**config.mk**
```make
export PLATFORM = sky130hd
export DESIGN_NAME = hart_irq_deliver
export DESIGN_NICKNAME = d
export VERILOG_FILES = /design/src/rtl/hd_pkg.sv /design/src/rtl/hd_ctrl.sv /design/src/rtl/hd_tree.sv /design/src/rtl/hd_datapath.sv /design/src/rtl/hart_irq_deliver.sv
export SDC_FILE = /design/constraint.sdc
export NUM_CORES = 1
export LEC_CHECK = 0
export CAP_MARGIN = 10
export CORE_MARGIN = 5
export CORE_UTILIZATION = 50
export DETAILED_ROUTE_END_ITERATION = 7
export GPL_TIMING_DRIVEN = 0
export PLACE_DENSITY = 0.95
export SLEW_MARGIN = 25
export SYNTH_ARGS = -nofsm -noshare
export SYNTH_HDL_FRONTEND = slang
export SYNTH_SLANG_ARGS = --single-unit
```
**constraint.sdc**
```tcl
create_clock -name clk -period 15.24 [get_ports clk]
set_clock_uncertainty 0.2 [all_clocks]
set_input_delay 3.81 -clock clk [delete_from_list [all_inputs] [get_ports clk]]
set_output_delay 3.81 -clock clk [all_outputs]
set_load 0.01 [all_outputs]
```
**src/rtl/hd_pkg.sv**
```systemverilog
`timescale 1ns/1ps
package hd_pkg;
  localparam logic [4:0] OFS_DELIV  = 5'h00;
  localparam logic [4:0] OFS_FORCE  = 5'h04;
  localparam logic [4:0] OFS_THRESH = 5'h08;
  localparam logic [4:0] OFS_TOP    = 5'h18;
  localparam logic [4:0] OFS_CLAIM  = 5'h1C;
  localparam int TOP_ID_LSB = 16;
  localparam int TOP_ID_W   = 10;

  // strobes from register decode to datapath
  typedef struct packed {
    logic wrDeliv;
    logic wrForce;
    logic wrThresh;
    logic rdDeliv;
    logic rdForce;
    logic rdThresh;
    logic rdTop;
    logic rdClaim;
  } strobe_t;
endpackage

```
**src/rtl/hd_ctrl.sv**
```systemverilog
`timescale 1ns/1ps
module hd_ctrl import hd_pkg::*; #(
  parameter int NHART  = 2,
  parameter int HART_W = 1,
  parameter int ADDR_W = HART_W + 5
) (
  input  logic              busWr,
  input  logic              busRd,
  input  logic [ADDR_W-1:0] busAddr,
  output strobe_t           stb,
  output logic [HART_W-1:0] hartSel
);
  logic [4:0] ofs;
  logic       hartHit;
  logic       wrOk;
  logic       rdOk;

  assign ofs     = busAddr[4:0];
  assign hartSel = busAddr[ADDR_W-1:5];
  assign hartHit = int'(hartSel) < NHART;
  assign wrOk    = busWr && hartHit;
  assign rdOk    = busRd && hartHit;

  always_comb begin
    stb = '0;
    stb.wrDeliv  = wrOk && (ofs == OFS_DELIV);
    stb.wrForce  = wrOk && (ofs == OFS_FORCE);
    stb.wrThresh = wrOk && (ofs == OFS_THRESH);
    stb.rdDeliv  = rdOk && (ofs == OFS_DELIV);
    stb.rdForce  = rdOk && (ofs == OFS_FORCE);
    stb.rdThresh = rdOk && (ofs == OFS_THRESH);
    stb.rdTop    = rdOk && (ofs == OFS_TOP);
    stb.rdClaim  = rdOk && (ofs == OFS_CLAIM);
  end
endmodule

```
**src/rtl/hd_tree.sv**
```systemverilog
`timescale 1ns/1ps
module hd_tree #(
  parameter int NSRC   = 16,
  parameter int PRIO_W = 3,
  parameter int ID_W   = $clog2(NSRC)
) (
  input  logic [NSRC-1:0]             qual,
  input  logic [NSRC-1:0][PRIO_W-1:0] prio,
  input  logic [PRIO_W-1:0]           thresh,
  output logic                        bestV,
  output logic [ID_W-1:0]             bestId,
  output logic [PRIO_W-1:0]           bestPrio
);
  localparam int LEAVES = 1 << ID_W;
  localparam int NODES  = 2 * LEAVES - 1;

  logic              nV [NODES];
  logic [ID_W-1:0]   nI [NODES];
  logic [PRIO_W-1:0] nP [NODES];
  logic              unusedSrc0;

  assign unusedSrc0 = qual[0] ^ (^prio[0]);

  genvar g;
  for (g = 0; g < LEAVES; g++) begin : g_leaf
    localparam int N = LEAVES - 1 + g;
    if (g < NSRC && g != 0) begin : g_real
      assign nV[N] = qual[g] && ((thresh == '0) || (prio[g] < thresh));
      assign nP[N] = prio[g];
      assign nI[N] = ID_W'(g);
    end else begin : g_pad
      assign nV[N] = 1'b0;
      assign nP[N] = '0;
      assign nI[N] = '0;
    end
  end

  // heap order keeps lower source numbers on the left: ties go left
  for (g = 0; g < LEAVES - 1; g++) begin : g_node
    logic pickL;
    assign pickL = nV[2*g+1] && (!nV[2*g+2] || (nP[2*g+1] <= nP[2*g+2]));
    assign nV[g] = nV[2*g+1] || nV[2*g+2];
    assign nI[g] = pickL ? nI[2*g+1] : nI[2*g+2];
    assign nP[g] = pickL ? nP[2*g+1] : nP[2*g+2];
  end

  assign bestV    = nV[0];
  assign bestId   = nI[0];
  assign bestPrio = nP[0];
endmodule

```
**src/rtl/hd_datapath.sv**
```systemverilog
`timescale 1ns/1ps
module hd_datapath import hd_pkg::*; #(
  parameter int NSRC   = 16,
  parameter int NHART  = 2,
  parameter int PRIO_W = 3,
  parameter int HART_W = 1,
  parameter int ID_W   = $clog2(NSRC)
) (
  input  logic                        clk,
  input  logic                        rstN,
  input  strobe_t                     stb,
  input  logic [HART_W-1:0]           hartSel,
  input  logic [31:0]                 busWdata,
  input  logic                        domainEn,
  input  logic [NSRC-1:0]             srcPend,
  input  logic [NSRC-1:0]             srcEn,
  input  logic [NSRC-1:0]             srcIn,
  input  logic [NSRC-1:0]             srcLvlHi,
  input  logic [NSRC-1:0]             srcLvlLo,
  input  logic [NSRC-1:0][HART_W-1:0] tgtHart,
  input  logic [NSRC-1:0][PRIO_W-1:0] tgtPrio,
  output logic [31:0]                 busRdata,
  output logic [NHART-1:0]            irqOut,
  output logic [NSRC-1:0]             pendClr,
  output logic [NSRC-1:0]             pendSet
);
  logic [NSRC-1:0][PRIO_W-1:0] effPrio;
  logic [NHART-1:0]            delivR;
  logic [NHART-1:0]            forceR;
  logic [PRIO_W-1:0]           threshR  [NHART];
  logic [NHART-1:0]            topV;
  logic [ID_W-1:0]             topId    [NHART];
  logic [PRIO_W-1:0]           topPrio  [NHART];
  logic [NHART-1:0]            nxtV;
  logic [ID_W-1:0]             nxtId    [NHART];
  logic [PRIO_W-1:0]           nxtPrio  [NHART];
  logic [31:0]                 topWord  [NHART];
  logic                        unusedWdata;

  assign unusedWdata = ^busWdata[31:PRIO_W];

  // zero priority is promoted to 1
  for (genvar s = 0; s < NSRC; s++) begin : g_prio
    assign effPrio[s] = (tgtPrio[s] == '0) ? PRIO_W'(1) : tgtPrio[s];
  end

  for (genvar h = 0; h < NHART; h++) begin : g_hart
    logic [NSRC-1:0] match;
    logic [NSRC-1:0] qual;
    for (genvar s = 0; s < NSRC; s++) begin : g_match
      assign match[s] = (tgtHart[s] == HART_W'(h));
    end
    assign qual = srcPend & srcEn & match;

    hd_tree #(.NSRC(NSRC), .PRIO_W(PRIO_W), .ID_W(ID_W)) u_tree (
      .qual    (qual),
      .prio    (effPrio),
      .thresh  (threshR[h]),
      .bestV   (nxtV[h]),
      .bestId  (nxtId[h]),
      .bestPrio(nxtPrio[h])
    );

    assign topWord[h] = topV[h] ?
      {6'b0, TOP_ID_W'(topId[h]), 8'b0, 8'(topPrio[h])} : 32'b0;
    assign irqOut[h] = domainEn && delivR[h] && (forceR[h] || topV[h]);
  end

  always_ff @(posedge clk) begin
    if (!rstN) begin
      delivR <= '0;
      forceR <= '0;
      topV   <= '0;
      for (int h = 0; h < NHART; h++) begin
        threshR[h] <= '0;
        topId[h]   <= '0;
        topPrio[h] <= '0;
      end
    end else begin
      topV <= nxtV;
      for (int h = 0; h < NHART; h++) begin
        topId[h]   <= nxtId[h];
        topPrio[h] <= nxtPrio[h];
        if (hartSel == HART_W'(h)) begin
          if (stb.wrDeliv)  delivR[h]  <= busWdata[0];
          if (stb.wrThresh) threshR[h] <= busWdata[PRIO_W-1:0];
          if (stb.wrForce)
            forceR[h] <= busWdata[0];
          else if (stb.rdClaim && !topV[h])
            forceR[h] <= 1'b0;
        end
      end
    end
  end

  always_comb begin
    busRdata = 32'b0;
    if (stb.rdDeliv)  busRdata = {31'b0, delivR[hartSel]};
    if (stb.rdForce)  busRdata = {31'b0, forceR[hartSel]};
    if (stb.rdThresh) busRdata = {{(32-PRIO_W){1'b0}}, threshR[hartSel]};
    if (stb.rdTop || stb.rdClaim) busRdata = topWord[hartSel];
  end

  always_comb begin
    pendClr = '0;
    if (stb.rdClaim && topV[hartSel]) pendClr[topId[hartSel]] = 1'b1;
  end
  assign pendSet = pendClr & ((srcLvlHi & srcIn) | (srcLvlLo & ~srcIn));
endmodule

```
**src/rtl/hart_irq_deliver.sv**
```systemverilog
`timescale 1ns/1ps
module hart_irq_deliver import hd_pkg::*; #(
  parameter int NSRC   = 16,
  parameter int NHART  = 2,
  parameter int PRIO_W = 3,
  localparam int HART_W = (NHART > 1) ? $clog2(NHART) : 1,
  localparam int ID_W   = $clog2(NSRC),
  localparam int ADDR_W = HART_W + 5
) (
  input  logic                     clk,
  input  logic                     rstN,
  input  logic                     domainEn,
  input  logic [NSRC-1:0]          srcPend,
  input  logic [NSRC-1:0]          srcEn,
  input  logic [NSRC-1:0]          srcIn,
  input  logic [NSRC-1:0]          srcLvlHi,
  input  logic [NSRC-1:0]          srcLvlLo,
  input  logic [NSRC*HART_W-1:0]   tgtHartFlat,
  input  logic [NSRC*PRIO_W-1:0]   tgtPrioFlat,
  input  logic                     busWr,
  input  logic                     busRd,
  input  logic [ADDR_W-1:0]        busAddr,
  input  logic [31:0]              busWdata,
  output logic [31:0]              busRdata,
  output logic [NHART-1:0]         irqOut,
  output logic [NSRC-1:0]          pendClr,
  output logic [NSRC-1:0]          pendSet
);
  strobe_t                     stb;
  logic [HART_W-1:0]           hartSel;
  logic [NSRC-1:0][HART_W-1:0] tgtHart;
  logic [NSRC-1:0][PRIO_W-1:0] tgtPrio;

  for (genvar s = 0; s < NSRC; s++) begin : g_unflat
    assign tgtHart[s] = tgtHartFlat[s*HART_W +: HART_W];
    assign tgtPrio[s] = tgtPrioFlat[s*PRIO_W +: PRIO_W];
  end

  hd_ctrl #(.NHART(NHART), .HART_W(HART_W), .ADDR_W(ADDR_W)) u_ctrl (
    .busWr  (busWr),
    .busRd  (busRd),
    .busAddr(busAddr),
    .stb    (stb),
    .hartSel(hartSel)
  );

  hd_datapath #(.NSRC(NSRC), .NHART(NHART), .PRIO_W(PRIO_W),
                .HART_W(HART_W), .ID_W(ID_W)) u_dp (
    .clk     (clk),
    .rstN    (rstN),
    .stb     (stb),
    .hartSel (hartSel),
    .busWdata(busWdata),
    .domainEn(domainEn),
    .srcPend (srcPend),
    .srcEn   (srcEn),
    .srcIn   (srcIn),
    .srcLvlHi(srcLvlHi),
    .srcLvlLo(srcLvlLo),
    .tgtHart (tgtHart),
    .tgtPrio (tgtPrio),
    .busRdata(busRdata),
    .irqOut  (irqOut),
    .pendClr (pendClr),
    .pendSet (pendSet)
  );
endmodule

```
==> results of run 1 <==
[power breakdown]
part           total, mW  internal [mW]  leakage (nW)  switching (mW)
sequential        0.0923         0.0830         0.223         0.00928
combinational      0.297          0.138          3.88           0.159
clock             0.0693         0.0456        0.0493          0.0237
[worst max-delay path, delay by kind of cell]
family / cells / cell delay, ps
multiplexers: 2 / 590
AO/OA/AOI/OAI: 17 / 4020
AND/OR/NAND/NOR: 3 / 410
buffers and inverters: 5 / 1070
adder cells (fa/ha/maj): 4 / 1120
[routing by layer]
layer  vias up  wire length (um)  global-route usage  part of all wire
met5         -                 0                   0                 0
met4         0              1010               0.115             0.045
met3        67              1650              0.0313             0.073
met2       369             11300               0.508              0.50
met1      3432              8470               0.295              0.38
li1       3552                 -                   -                 -
[cell usage after synthesis (11+ instances only)]
cell	number	area share
o21a_1	12	0.014
inv_1	83	0.047
nor3_1	37	0.028
mux2i_1	86	0.13
nor2_1	60	0.034
o41ai_1	13	0.017
ha_1	120	0.23
a21oi_1	24	0.018
buf_4	26	0.030
clkbuf_1	22	0.013
nand3b_1	11	0.013
a21boi_0	18	0.020
dfxtp_1	20	0.061
o21ai_0	40	0.030
nand2_1	38	0.022
o21bai_1	22	0.025
nor2b_1	21	0.020
nand3_1	29	0.022
[logic make-up after synthesis]
logic type                 after synthesis
and+or+nand+nor                        239
AOI/OAI and AO/OA                      231
buffers and inverters                  136
adders and majority gates              121
muxes                                   97
DFF                                     26
other                                    1
[final cells by class]
cell class,instances,area (um^2),area share
well taps,176,220,0.0247
clock buffers,4,100,0.0112
diodes,1,2.50,0.000281
repair buffers,190,1900,0.213
plain buffers,53,302,0.0338
multi-input cells,713,5500,0.617
inverters,83,312,0.0349
flip-flops and latches,26,581,0.0651
[flip-flops by register name (all words and copies together), names as in the netlist]
name and flops:
u_dp.topId 8, u_dp.threshR 6, u_dp.topV 2, u_dp.topPrio 6, u_dp.forceR 2, u_dp.delivR 2
[path summary, 6_finish.rpt]
path,startpoint,end,slack [ps],cells past startpoint
worst max register to register,u_dp.threshR[1][1],u_dp.topId[1][1],7370,30
worst min register to register,u_dp.forceR[0],u_dp.forceR[0],310,2
worst max-delay path,tgtPrioFlat[25],u_dp.topId[1][1],4190,31
worst min-delay path,u_dp.forceR[0],u_dp.forceR[0],310,2
[through the flow]
stage | hold slack (ps) | utilization
floorplan | 259 | -
global placement | 279 | 0.674
detailed placement | 294 | 0.674
CTS | 300 | 0.681
global route | 342 | 0.682
finish | 315 | 0.682
==> metrics, run 1 <==
commonest non-fill, non-tap cell in the layout=clkdlybuf4s50_1; Hold Vio Cnt, Final=0; CTS tree=yes; CTS-repair resized insts=0; pre-CTS WS=~4200 ps; Root Buffer Master=clkbuf_16; Seq/Total Area, Yosys=0.0879; Max Buffers Root-to-Sink=2; worst hold-check path type=register to register; P_leak=4.15 nW; Required @ worst endpoint=15210 ps; crit share post-route=0.725; Yosys warnings=0; total CTS buffers=3; htree depth=1; WL/cell=18.0 um; row count=42; RSZ-0062 raised after global routing=false; Fmax=0.0905 GHz; gpl congestion=around 0.98; Slew Limit Headroom=0.265; min cycle time layout=11050 ps; maximum vdd drop=~0.000034 V; number of setup buffers added after CTS=0; Final Non-Filler Cells=approximately 1200; post-route cell area=a little under 9000 um^2; fraction of layout cells with a size suffix above 1=0.0711; max incr delay on CP=roughly 650 ps; Startpoint Class=input pin; final slew viol count=0; vias in the first global route=a little over 7000; mux contribution to synthesized area=0.151; post-placement cell count=approximately 1200; most frequent cells in the layout=clkdlybuf4s50_1 (190), ha_1 (120), mux2i_1 (86), inv_1 (83), nor2_1 (60); chip height=approximately 120 um; via count=between 7000 and 8000; GRT Total Usage=0.266; Fin Setup TNS=0 ps; Pwr Density=51.5 nW/um^2; CP Capture Type=register; setup violators final=0; largest net degree at the start of global routing=17; Power Total=0.459 mW; antenna viol nets, final=0; layout net count=1377; Mapped Cells=between 800 and 900; Initial Util=0.505; post-synthesis adder-cell area fraction=0.229; placed inst area=8820 um^2; First DRT Iteration DRCs=roughly 470; worst setup margin=about 4200 ps; IO Count=between 200 and 300; Routed WL=approximately 22 mm; Seq cells post-synth=26; critical path arrival=about 11000 ps; max-cap violations=0; first-pass GRT wire length=34.8 mm; GRT overflow=0; critical path peak fanout=9; clk sink count=26; initial antenna violation count=1; simple-gate portion of the synthesized area=0.185; syn_area_per_cell=7.76 um^2; Netlist cell types=69; number of remaining DRC errors=0; critical path type=input pin to register; slowest CP cell=o41ai_1; Worst-Margin Slew=roughly 1100 ps; Post-DP HPWL=roughly 19 mm; IO Port Bufs=190; full die area=between 15000 and 20000 um^2; EDFF count, synth=6; Clk pin slew, worst setup/hold paths=~70 ps; DR pass1 iterations=5; Synth Area in Compound Gates=0.254; fraction of registers with async set/reset=0; core area=roughly 13000 um^2; xor/xnor share of the synthesized area=0; status=finished, final reports clean; die width=between 100 and 150 um; main combinational cell family by area after synthesis=compound AO/OA/AOI/OAI gates; most used flip-flop cell after synthesis=dfxtp_1; CTS Hold Bufs=0; DR vias/cell=around 6.0; Synth Cell Area=around 6600 um^2; Clk Latency, worst-skew pair=roughly 260 ps; Fill cells=between 1000 and 1500; CP most frequent cell=o21ai_0; Area Growth Syn to Fin=35.1%
No activity file was read; power rests on OpenSTA's default activity.
==> inputs of run 2 (changes only) <==
--- a/config.mk
+++ b/config.mk
@@ -7,10 +7,10 @@
 export LEC_CHECK = 0
 export CAP_MARGIN = 10
 export CORE_MARGIN = 5
-export CORE_UTILIZATION = 50
+export CORE_UTILIZATION = 42
 export DETAILED_ROUTE_END_ITERATION = 7
 export GPL_TIMING_DRIVEN = 0
-export PLACE_DENSITY = 0.95
+export PLACE_DENSITY = 0.86
 export SLEW_MARGIN = 25
 export SYNTH_ARGS = -nofsm -noshare
 export SYNTH_HDL_FRONTEND = slang
==> constraint.sdc (replaced) <==
create_clock -name clk -period 9.7 [get_ports clk]
set_clock_uncertainty 0.2 [all_clocks]
set_input_delay 2.425 -clock clk [delete_from_list [all_inputs] [get_ports clk]]
set_output_delay 2.425 -clock clk [all_outputs]
set_load 0.01 [all_outputs]
==> run 2 against run 1 <==
  * First-iteration DRC count fell by 14%
  * Sequential share of layout area decreased by 0.051 points
  * Routed wire length shrank 1.2%
  * Non-clock buffer count did not move
  * Highest routed layer unchanged
  * Final area increased by 0.79%
  * Final cell count up 2.7%
  * Critical path depth fell by 5
  * Power increased by 56%
==> metrics, run 2 (synthesized netlist as in run 1, its figures left out) <==
GRT overflow=0 (unchanged); Ant. Diodes=0 (was 1); DR pass1 iterations=5 (unchanged); critical path arrival=9330 ps (was 11020 ps); max reg flops=8 (unchanged); initial antenna violation count=0 (was 1); critical path type=input pin to register (unchanged); hold_ws=299 ps (was 315 ps); GRT Total Usage=0.226 (was 0.266); maximum vdd drop=0.0000596 V (was 0.0000343 V); Initial Util=0.431 (was 0.505); DR vias/cell=5.61 (was 5.96); number of remaining DRC errors=0 (unchanged); Root Buffer Master=clkbuf_16 (unchanged); Fmax=about 0.11 GHz; Area Growth Syn to Fin=36.1% (was 35.1%); IO Port Bufs=190 (unchanged); RSZ-0062 raised after global routing=false (unchanged); placed inst area=8860 um^2 (was 8820 um^2); Startpoint Class=input pin (unchanged); met2 WL post-DR=11.1 mm (was 11.3 mm); CTS tree=yes (unchanged); clk sink count=26 (unchanged); Hold Vio Cnt, Final=0 (unchanged); WL/cell=17.3 um (was 18.0 um); chip height=135 um (was 125 um); Routed WL=22.2 mm (was 22.5 mm); status=finished, final reports clean (unchanged); Worst-Margin Slew=1040 ps (was 1100 ps); Power Total=0.718 mW (was 0.459 mW); layout net count=1377 (unchanged); largest net degree at the start of global routing=17 (unchanged); worst hold-check path type=register to register (unchanged); via count=7178 (was 7420); delay-heaviest family, CP=compound AO/OA/AOI/OAI gates (unchanged); Max Buffers Root-to-Sink=2 (unchanged); fraction of layout cells with a size suffix above 1=0.0767 (was 0.0711); most frequent cells in the layout=clkdlybuf4s50_1 (190), ha_1 (120), mux2i_1 (85), inv_1 (83), nor2_1 (60) (was clkdlybuf4s50_1 (190), ha_1 (120), mux2i_1 (86), inv_1 (83), nor2_1 (60)); post-placement cell count=1276 (was 1241); final slew viol count=0 (unchanged); P_leak=4.15 nW (about the same); post-route cell area=8990 um^2 (was 8920 um^2); worst path buffer plus inverter count=2 (was 5); critical path depth=26 (was 31); number of setup buffers added after CTS=0 (unchanged); first-pass GRT wire length=34.3 mm (was 34.8 mm); Slew Limit Headroom=0.301 (was 0.265); min cycle time layout=9330 ps; row count=45 (was 42); R2R cell count=25 (was 30); Largest regs=u_dp.topId (8), u_dp.threshR (6), u_dp.topPrio (6) (unchanged); top routing layer used=met4 (unchanged); Final Non-Filler Cells=1280 (was 1246); total CTS buffers=3 (unchanged); Fin Setup TNS=0 ps (unchanged); Post-DP HPWL=18.8 mm (about the same); Clk Latency, worst-skew pair=260 ps (about the same); core area=15300 um^2 (was 13100 um^2); gpl congestion=0.917 (was 0.983); CTS Hold Bufs=0 (unchanged); Required @ worst endpoint=9690 ps (was 15210 ps); max-cap violations=0 (unchanged); die width=135 um (was 125 um); vias in the first global route=6983 (was 7087); IO Count=253 (unchanged); antenna viol nets, final=0 (unchanged); critical path peak fanout=7 (was 9); max incr delay on CP=650 ps (about the same); CP most frequent cell=ha_1 (was o21ai_0); crit share post-route=0.962; Pwr Density=79.9 nW/um^2 (was 51.5 nW/um^2); Routed met3 length=1.69 mm (was 1.65 mm); worst hold stages=2 (unchanged); CP Capture Type=register (unchanged); commonest non-fill, non-tap cell in the layout=clkdlybuf4s50_1 (unchanged); full die area=18300 um^2 (was 15600 um^2); First DRT Iteration DRCs=408 (was 472); Most flops, register=u_dp.topId (unchanged); WL met1=8.80 mm (was 8.47 mm); Clk pin slew, worst setup/hold paths=70 ps (about the same); htree depth=1 (unchanged); setup violators final=0 (unchanged); slowest CP cell=o41ai_1 (unchanged)
==> run 2: cell types whose count changed in the layout (fill, tap and decap cells not counted), sizes merged <==
cell	delta
diode	-1
==> run 2: final timing paths <==
kind                      start                to  slack [ps]
max             tgtPrioFlat[31]  u_dp.topId[0][1]         370
min              u_dp.forceR[0]    u_dp.forceR[0]         300
max reg2reg  u_dp.threshR[0][1]  u_dp.topId[0][1]        2150
min reg2reg      u_dp.forceR[0]    u_dp.forceR[0]         300
==> run 2: where the power goes <==
part	switching (mW)	total, mW	internal [mW]
clock	0.0373	0.109	0.0717
sequential	0.0141	0.144	0.130
combinational	0.247	0.465	0.218
==> run 2: cell type report <==
| class | instances | area [um^2] |
|---|---|---|
| inverters | 83 | 312 |
| clock buffers | 4 | 100 |
| fillers | 1373 | 6330 |
| plain buffers | 53 | 302 |
| multi-input cells | 713 | 5530 |
| repair buffers | 190 | 1900 |
| flip-flops and latches | 26 | 581 |
| well taps | 211 | 264 |
==> run 2: what timing repair did <==
action / in CTS / in global routing
endpoints found under the setup margin: 0 / 7
gates resized for setup: 0 / 7
hold endpoints to repair: 0 / 0
==> run 2: layer usage <==
layer / track usage / vias to the layer above
li1: - / 3555
met1: 0.258 / 3303
met2: 0.433 / 280
met3: 0.0293 / 40
met4: 0.0689 / 0
met5: 0 / -
==> run 2: worst register-to-register path, cell delays in order, from the launching register on <==
cell and delay [ps]:
edfxtp_1 430, inv_1 590, ha_1 360, a21boi_0 120, o41ai_1 650, a21boi_1 520
mux2i_1 300, ha_1 270, nor2b_1 140, o21a_1 180, o221ai_1 290, nand2_1 240
mux2i_1 300, ha_1 290, nor2b_1 130, o21ai_0 140, nand2b_1 80, a31oi_2 440
mux2i_1 380, ha_1 310, a21o_1 160, a21oi_1 140, a31oi_1 90, a21oi_4 260
mux2_2 370, nor2_1 90
==> run 2: stage by stage <==
stage	util	setup WS [ps]
detailed placement	0.579	123
finish	0.587	366
floorplan	-	1630
global route	0.587	18.2
global placement	0.579	162
CTS	0.585	371
